===== src/rtl/nibpack_pkg.sv =====
package nibpack_pkg;

  typedef enum logic [2:0] {
    S_IDLE  = 3'd0,
    S_RDA   = 3'd1,
    S_RDB   = 3'd2,
    S_WAITB = 3'd3,
    S_OUT   = 3'd4,
    S_DONE  = 3'd5
  } pack_state_t;

  localparam logic [1:0] BUS_BYTE = 2'd0;
  localparam logic [1:0] BUS_NINE = 2'd1;

  typedef struct packed {
    logic load;
    logic rdA;
    logic rdB;
    logic capLo;
    logic capHi;
    logic stepCol;
    logic stepRow;
  } pack_strobe_t;

endpackage


===== src/rtl/nibpack_ctrl.sv =====
module nibpack_ctrl
  import nibpack_pkg::*;
(
  input  logic         clk,
  input  logic         rstN,
  input  logic         start,
  input  logic [1:0]   busMode,
  input  logic         outReady,
  input  logic         colLast,
  input  logic         rowLast,
  output pack_strobe_t strb,
  output logic         outValid,
  output logic         dcOut,
  output logic         done,
  output logic         err,
  output logic         mode9
);

  pack_state_t state, stateNxt;
  logic modeOk;
  logic lastPair;

  assign modeOk   = (busMode == BUS_BYTE) || (busMode == BUS_NINE);
  assign lastPair = colLast && rowLast;
  assign outValid = (state == S_OUT);
  assign done     = (state == S_DONE);

  always_comb begin
    strb     = '0;
    stateNxt = state;
    case (state)
      S_IDLE: begin
        if (start && modeOk) begin
          strb.load = 1'b1;
          stateNxt  = S_RDA;
        end
      end
      S_RDA: begin
        strb.rdA = 1'b1;
        stateNxt = S_RDB;
      end
      S_RDB: begin
        strb.rdB   = 1'b1;
        strb.capLo = 1'b1;
        stateNxt   = S_WAITB;
      end
      S_WAITB: begin
        strb.capHi = 1'b1;
        stateNxt   = S_OUT;
      end
      S_OUT: begin
        if (outReady) begin
          if (lastPair) begin
            stateNxt = S_DONE;
          end else begin
            strb.stepRow = colLast;
            strb.stepCol = !colLast;
            stateNxt     = S_RDA;
          end
        end
      end
      S_DONE:  stateNxt = S_IDLE;
      default: stateNxt = S_IDLE;
    endcase
  end

  always_ff @(posedge clk or negedge rstN) begin
    if (!rstN) begin
      state <= S_IDLE;
      dcOut <= 1'b0;
      err   <= 1'b0;
      mode9 <= 1'b0;
    end else begin
      state <= stateNxt;
      if (state == S_IDLE && start) begin
        err   <= !modeOk;
        dcOut <= (busMode == BUS_BYTE);
        mode9 <= (busMode == BUS_NINE);
      end else if (state == S_DONE) begin
        dcOut <= 1'b0;
      end
    end
  end

  // a stalled word stays offered
  a_r8_hold_valid: assert property (@(posedge clk) disable iff (!rstN)
    outValid && !outReady |=> outValid);

  // done follows an accepted word
  a_r10_done_after_accept: assert property (@(posedge clk) disable iff (!rstN)
    $rose(done) |-> $past(outValid && outReady));

  // done lasts one cycle
  a_r10_done_single: assert property (@(posedge clk) disable iff (!rstN)
    done |=> !done);

  // an error never coexists with an offered word
  a_r9_err_silent: assert property (@(posedge clk) disable iff (!rstN)
    err |-> !outValid && !done);

endmodule


===== src/rtl/nibpack_dp.sv =====
module nibpack_dp
  import nibpack_pkg::*;
#(
  parameter int ADDR_W = 12,
  parameter int ROW_W  = 8,
  parameter int COL_W  = 8
) (
  input  logic              clk,
  input  logic              rstN,
  input  pack_strobe_t      strb,
  input  logic              rotate,
  input  logic [ROW_W-1:0]  rowStart,
  input  logic [ROW_W-1:0]  rowEnd,
  input  logic [COL_W-1:0]  lineLen,
  input  logic [7:0]        memRdData,
  output logic              memRdEn,
  output logic [ADDR_W-1:0] memAddr,
  output logic              colLast,
  output logic              rowLast,
  output logic [3:0]        pixLo,
  output logic [3:0]        pixHi
);

  localparam int ROW_X = ROW_W + 2;
  localparam int COL_X = COL_W + 2;

  logic              rotQ;
  logic [ROW_W-1:0]  rowCur, rowEndQ;
  logic [COL_W-1:0]  col, lenQ;
  logic [ADDR_W-1:0] rowBase;
  logic [ADDR_W-1:0] addrA, addrB, lenAddr;
  logic [ROW_W-1:0]  firstRow;
  logic [ROW_X-1:0]  rowNext;
  logic [COL_X-1:0]  colNext;

  assign firstRow = rotate ? rowStart : {rowStart[ROW_W-1:1], 1'b0};
  assign lenAddr  = ADDR_W'(lenQ);
  assign addrA    = rowBase + ADDR_W'(col);
  assign addrB    = rotQ ? addrA + ADDR_W'(1) : addrA + lenAddr;
  assign memRdEn  = strb.rdA || strb.rdB;
  assign memAddr  = strb.rdB ? addrB : addrA;

  assign rowNext = ROW_X'(rowCur) + (rotQ ? ROW_X'(1) : ROW_X'(2));
  assign colNext = COL_X'(col) + (rotQ ? COL_X'(2) : COL_X'(1));
  assign colLast = colNext >= COL_X'(lenQ);
  assign rowLast = rowNext > ROW_X'(rowEndQ);

  always_ff @(posedge clk or negedge rstN) begin
    if (!rstN) begin
      rotQ    <= 1'b0;
      rowCur  <= '0;
      rowEndQ <= '0;
      col     <= '0;
      lenQ    <= '0;
      rowBase <= '0;
      pixLo   <= '0;
      pixHi   <= '0;
    end else begin
      if (strb.load) begin
        rotQ    <= rotate;
        rowCur  <= firstRow;
        rowEndQ <= rowEnd;
        lenQ    <= lineLen;
        col     <= '0;
        rowBase <= ADDR_W'(firstRow * lineLen);
      end
      if (strb.stepCol) begin
        col <= COL_W'(colNext);
      end
      if (strb.stepRow) begin
        col     <= '0;
        rowCur  <= ROW_W'(rowNext);
        rowBase <= rowBase + (rotQ ? lenAddr : (lenAddr << 1));
      end
      if (strb.capLo) pixLo <= memRdData[7:4];
      if (strb.capHi) pixHi <= memRdData[7:4];
    end
  end

  // rotated column index stays even
  a_r4_even_col: assert property (@(posedge clk) disable iff (!rstN)
    memRdEn && rotQ |-> !col[0]);

  // the two reads of a pair are back to back
  a_r7_read_pair: assert property (@(posedge clk) disable iff (!rstN)
    strb.rdA |=> memRdEn && $stable(col));

endmodule


===== src/rtl/nib_pair_packer.sv =====
module nib_pair_packer
  import nibpack_pkg::*;
#(
  parameter int ADDR_W = 12,
  parameter int ROW_W  = 8,
  parameter int COL_W  = 8
) (
  input  logic              clk,
  input  logic              rstN,
  input  logic              start,
  input  logic              rotate,
  input  logic [1:0]        busMode,
  input  logic [ROW_W-1:0]  rowStart,
  input  logic [ROW_W-1:0]  rowEnd,
  input  logic [COL_W-1:0]  lineLen,
  output logic              memRdEn,
  output logic [ADDR_W-1:0] memAddr,
  input  logic [7:0]        memRdData,
  output logic              outValid,
  input  logic              outReady,
  output logic [8:0]        outData,
  output logic              dcOut,
  output logic              done,
  output logic              err
);

  pack_strobe_t strb;
  logic colLast, rowLast, mode9;
  logic [3:0] pixLo, pixHi;

  nibpack_ctrl u_ctrl (
    .clk      (clk),
    .rstN     (rstN),
    .start    (start),
    .busMode  (busMode),
    .outReady (outReady),
    .colLast  (colLast),
    .rowLast  (rowLast),
    .strb     (strb),
    .outValid (outValid),
    .dcOut    (dcOut),
    .done     (done),
    .err      (err),
    .mode9    (mode9)
  );

  nibpack_dp #(
    .ADDR_W (ADDR_W),
    .ROW_W  (ROW_W),
    .COL_W  (COL_W)
  ) u_dp (
    .clk       (clk),
    .rstN      (rstN),
    .strb      (strb),
    .rotate    (rotate),
    .rowStart  (rowStart),
    .rowEnd    (rowEnd),
    .lineLen   (lineLen),
    .memRdData (memRdData),
    .memRdEn   (memRdEn),
    .memAddr   (memAddr),
    .colLast   (colLast),
    .rowLast   (rowLast),
    .pixLo     (pixLo),
    .pixHi     (pixHi)
  );

  assign outData = {mode9, pixHi, pixLo};

  // exactly one of the two data markers is active on every word
  a_r5_flag_vs_dc: assert property (@(posedge clk) disable iff (!rstN)
    outValid |-> outData[8] != dcOut);

  // a stalled word keeps its value
  a_r8_hold_data: assert property (@(posedge clk) disable iff (!rstN)
    outValid && !outReady |=> $stable(outData));

  // reads never overlap an offered word
  a_r7_no_read_on_out: assert property (@(posedge clk) disable iff (!rstN)
    memRdEn |-> !outValid);

endmodule


===== config.mk =====
export PLATFORM = sky130hd
export DESIGN_NAME = nib_pair_packer
export DESIGN_NICKNAME = d
export VERILOG_FILES = /design/src/rtl/nibpack_pkg.sv /design/src/rtl/nibpack_ctrl.sv /design/src/rtl/nibpack_dp.sv /design/src/rtl/nib_pair_packer.sv
export SDC_FILE = /design/constraint.sdc
export NUM_CORES = 1
export LEC_CHECK = 0
export CORE_UTILIZATION = 30
export DETAILED_ROUTE_END_ITERATION = 10
export PLACE_DENSITY = 0.47
export SLEW_MARGIN = 20
export SYNTH_ARGS = -nofsm -noshare
export SYNTH_HDL_FRONTEND = slang
export SYNTH_SLANG_ARGS = --single-unit

===== constraint.sdc =====
create_clock -name clk -period 5.3 [get_ports clk]
set_clock_uncertainty 0.15 [all_clocks]
set_input_delay 1.06 -clock clk [delete_from_list [all_inputs] [get_ports clk]]
set_output_delay 1.06 -clock clk [all_outputs]
set_load 0.02 [all_outputs]

==> impl.org <==
** GRT
- Summed over all layers, the global routing overflow is 0.
- The first global-routing pass estimated 27,800 um of wire.
- Via count of the first global-routing pass :: 5,547
- Across every metal layer, demand over resource in global routing totals 16.1%.
- Entering global routing, the biggest net connects 60 pins.
- Antenna violations before repair :: 0

** Clocking
- Clock tree from TritonCTS :: yes
- Post-CTS setup buffer count :: 0
- Number of sinks handled by clock tree synthesis :: 59
- CTS clock-pin slew for the worst setup and hold paths :: 0.05 ns
- Post-CTS Hold Fix Bufs :: 0
- CTS built an H-tree with a depth of 3.
- Skew-Pair Late Insertion Delay :: 0.34 ns
- Maximum root-to-sink buffer count :: 2
- Clock tree synthesis selected as its root buffer the cell clkbuf_16.
- TritonCTS buffer count :: 9

** Finish
- Antenna fix cells :: 0
- Leaving out fill and tap cells, the most frequent cells in the layout are inv_1 (90), nand2_1 (77), ha_1 (67).
- Commonest non-fill, non-tap cell in the layout :: inv_1
- Final-stage net count :: 951
- Leaving out filler cells and counting taps, the final layout contains 1,082.
- In the final layout, the share of cells above drive strength 1 is 12.3%.
- From synthesis to final layout, the design area changed by 24.1%.
- Core utilization of the finished layout :: 38.2%

** Setup path
- Req. time, crit path :: 5.40 ns
- STA classifies the critical path startpoint as an input pin.
- Kind of end point of the critical path :: register
- Crit path kind :: in -> reg
- Along the worst path, the maximum fanout reaches 7.
- Data on the critical path arrives at its endpoint at 5.19 ns.

** Route
- Routed length on met1 :: 7950 um
- Vias per inst :: 4.93
- The first detailed-routing pass ran for 4 iterations.
- Summed over all nets, wire length on met2 after detailed routing comes to 7880 um.
- For this block, the routed nets add up to 16,500 um of wire.
- Post-detailed-route wirelength per cell :: 15.2 um
- After detailed routing, the number of remaining DRC violations is 0.
- Count of vias placed by the detailed router :: 5,329
- In this run the remaining antenna-violating nets after routing total 0.
- Signal routing reaches up to met4.
- Initial DRC count :: 195
- Total length of routed met3 wires :: 448 um

** STA
- Final hold violations :: 0
- Setup repair after global routing left no endpoint under its margin.
- Crit path setup slack, layout :: 0.209 ns
- The worst path uses 96.1% of the clock period.
- Final Slew Violations :: 0
- Relative slew margins :: 46.4%
- Final setup fails :: 0
- Transition time at the pin with the least slew margin :: 0.803 ns
- Hold is met by 0.340 ns.
- Final sum of negative setup slack :: 0 ns
- The clock period could shrink to 5.09 ns.
- Highest achievable clock rate :: 0.196 GHz

** Floorplan
- Initial standard-cell utilization of the core :: 30.8%
- In this run the horizontal extent of the chip is 147 um.
- Row generation in the floorplan step produced 52 rows.
- Die footprint :: 21,500 um^2
- Top-level I/O count :: 65
- The region available for standard cell placement spans 20,400 um^2.
- Die Span Y :: 147 um

** Yosys
- Share of async-settable or async-resettable flops after synthesis :: 100%
- Number of register bits inferred by synthesis :: 59
- A synthesized cell averages 8.83 um^2.
- The synthesized netlist occupies a cell area of 6270 um^2.
- For this run, the number of Yosys warnings is 0.
- Sequential cell area fraction in the yosys report :: 23.6%
- Post-Syn Nets :: 853
- In this run, distinct cell masters in the synthesized netlist total 71.
- The cell count after synthesis came out at 710.
- Count of flip-flops with a built-in enable after synthesis :: 0
- Top FF cell, synth :: dfrtp_1

** Flow run
- The tool flagged a number of max-cap violations equal to 0.

** Placement
- Summed over all nets, the half-perimeter wirelength after detailed placement is 13,400 um.
- The number of placed instances, taps included, is 1,067.
- RePlAce Congestion :: 0.850
- At the placement stage, the worst setup path has a slack of -0.359 ns.
- During placement, the flow inserted port buffers numbering 60.

** Pwr
- Combinational share of power :: 67.2%
- Clock network power share :: 13.9%
- Leakage power :: 3.79 nW
- The internal power of the cells totals 2.35 mW.
- Worst voltage drop across the vdd grid :: 0.169 mV
- Power spread over the standard cell area amounts to 555 nW/um^2.
- Net switching is 45.6% of the power.
- The analysis attributes to net switching a power of 1.97 mW.
- Portion of total power attributed to sequential cells :: 19.0%

** Status
- The run finished with clean final reports.

** Min path
- Hold WC Path Type :: reg -> reg
-- kinds of logic after synthesis --
| family | after synthesis | synth area share (%) |
|---|---|---|
| multiplexers | 11 | 1.96 |
| adder cells (fa/ha/maj) | 104 | 25.1 |
| AND/OR/NAND/NOR | 214 | 17.1 |
| XOR/XNOR | 45 | 6.29 |
| AO/OA/AOI/OAI | 169 | 18.7 |
| flip-flops | 59 | 23.6 |
| buffers and inverters | 108 | 7.33 |
-- repair_timing --
action	4_1_cts	5_1_grt
cloned	0	0
gates resized for setup	3	21
setup endpoints to repair	3	8
pin swaps	0	4
-- synth_stat cells, types with 9 or more instances --
master   number  area (um^2)
inv_1        90          338
nand2_1      77          289
ha_1         68          851
dfrtp_1      59         1480
and2_1       42          263
o21ai_0      40          200
fa_1         36          721
nor2_1       34          128
xnor2_1      33          289
a21oi_1      28          140
a21o_1       20          150
xor2_1       12          105
nand3_1      11         55.1
o21a_1       11         82.6
mux2_2       10          113
and3_1        9         56.3
nor3_1        9         45.0
-- routing by layer --
layer  up-vias  track usage, %
met5         -               0
met4         0            3.80
met3        18            1.91
met2        86            27.5
met1      2611            21.7
li1       2614               -
-- critical path, stage by stage --
cell	delay (ns)
clkdlybuf4s50_1	0.47
buf_4	0.15
nand2_1	0.08
fa_1	0.48
fa_1	0.49
inv_1	0.05
fa_1	0.53
inv_1	0.06
fa_1	0.52
inv_1	0.04
ha_1	0.29
buf_4	0.15
a21o_1	0.15
a31oi_1	0.17
xnor2_1	0.19
o32ai_1	0.13
a21oi_1	0.18
-- cell type report --
| type | count | area (um^2) |
|---|---|---|
| inverters | 90 | 338 |
| well taps | 270 | 338 |
| flip-flops and latches | 59 | 1480 |
| multi-input cells | 543 | 4370 |
| fillers | 2052 | 12600 |
| repair buffers | 105 | 945 |
| clock buffers | 11 | 253 |
| clock inverters | 4 | 50.0 |
-- flip-flops by register name (all words and copies together), names as in the netlist, 3 cells and up --
name,count
u_ctrl.state,3
u_dp.rowCur,8
u_dp.pixLo,4
u_dp.lenQ,8
u_dp.col,8
u_dp.rowEndQ,8
u_dp.pixHi,4
u_dp.rowBase,12
-- worst paths after layout --
check                      depth (start not counted)                   startpoint                            to  slack (ns)
max                                               17                   lineLen[3]  u_dp.rowBase[10]$_DFFE_PN0P_        0.21
min                                                2  u_dp.rowEndQ[0]$_DFFE_PN0P_   u_dp.rowEndQ[0]$_DFFE_PN0P_        0.34
max reg2reg                                       15        u_dp.rotQ$_DFFE_PN0P_   u_dp.rowBase[4]$_DFFE_PN0P_        1.04
min reg2reg                                        2  u_dp.rowEndQ[0]$_DFFE_PN0P_   u_dp.rowEndQ[0]$_DFFE_PN0P_        0.34
max in group asynchronous                          2                         rstN       u_dp.col[7]$_DFFE_PN0P_        3.72
min in group asynchronous                          2                         rstN     u_dp.pixHi[2]$_DFFE_PN0N_        0.73
-- stage by stage --
step                cell area [um^2]  power, mW
floorplan                       6270       2.79
global placement                7420       3.63
detailed placement              7420       3.70
CTS                             7720       4.33
global route                    7770       4.73
finish                          7770       4.32
-- power groups by stage --
| stage | Sequential, mW | Clock [mW] | Combinational, mW |
|---|---|---|---|
| after floorplan | 0.821 | 0 | 1.96 |
| after global placement | 0.818 | 0 | 2.81 |
| after detailed placement | 0.825 | 0 | 2.87 |
| after CTS | 0.818 | 0.612 | 2.90 |
| after global routing | 0.852 | 0.630 | 3.25 |
| final | 0.819 | 0.598 | 2.90 |
Power figures use the tool's default switching activity.
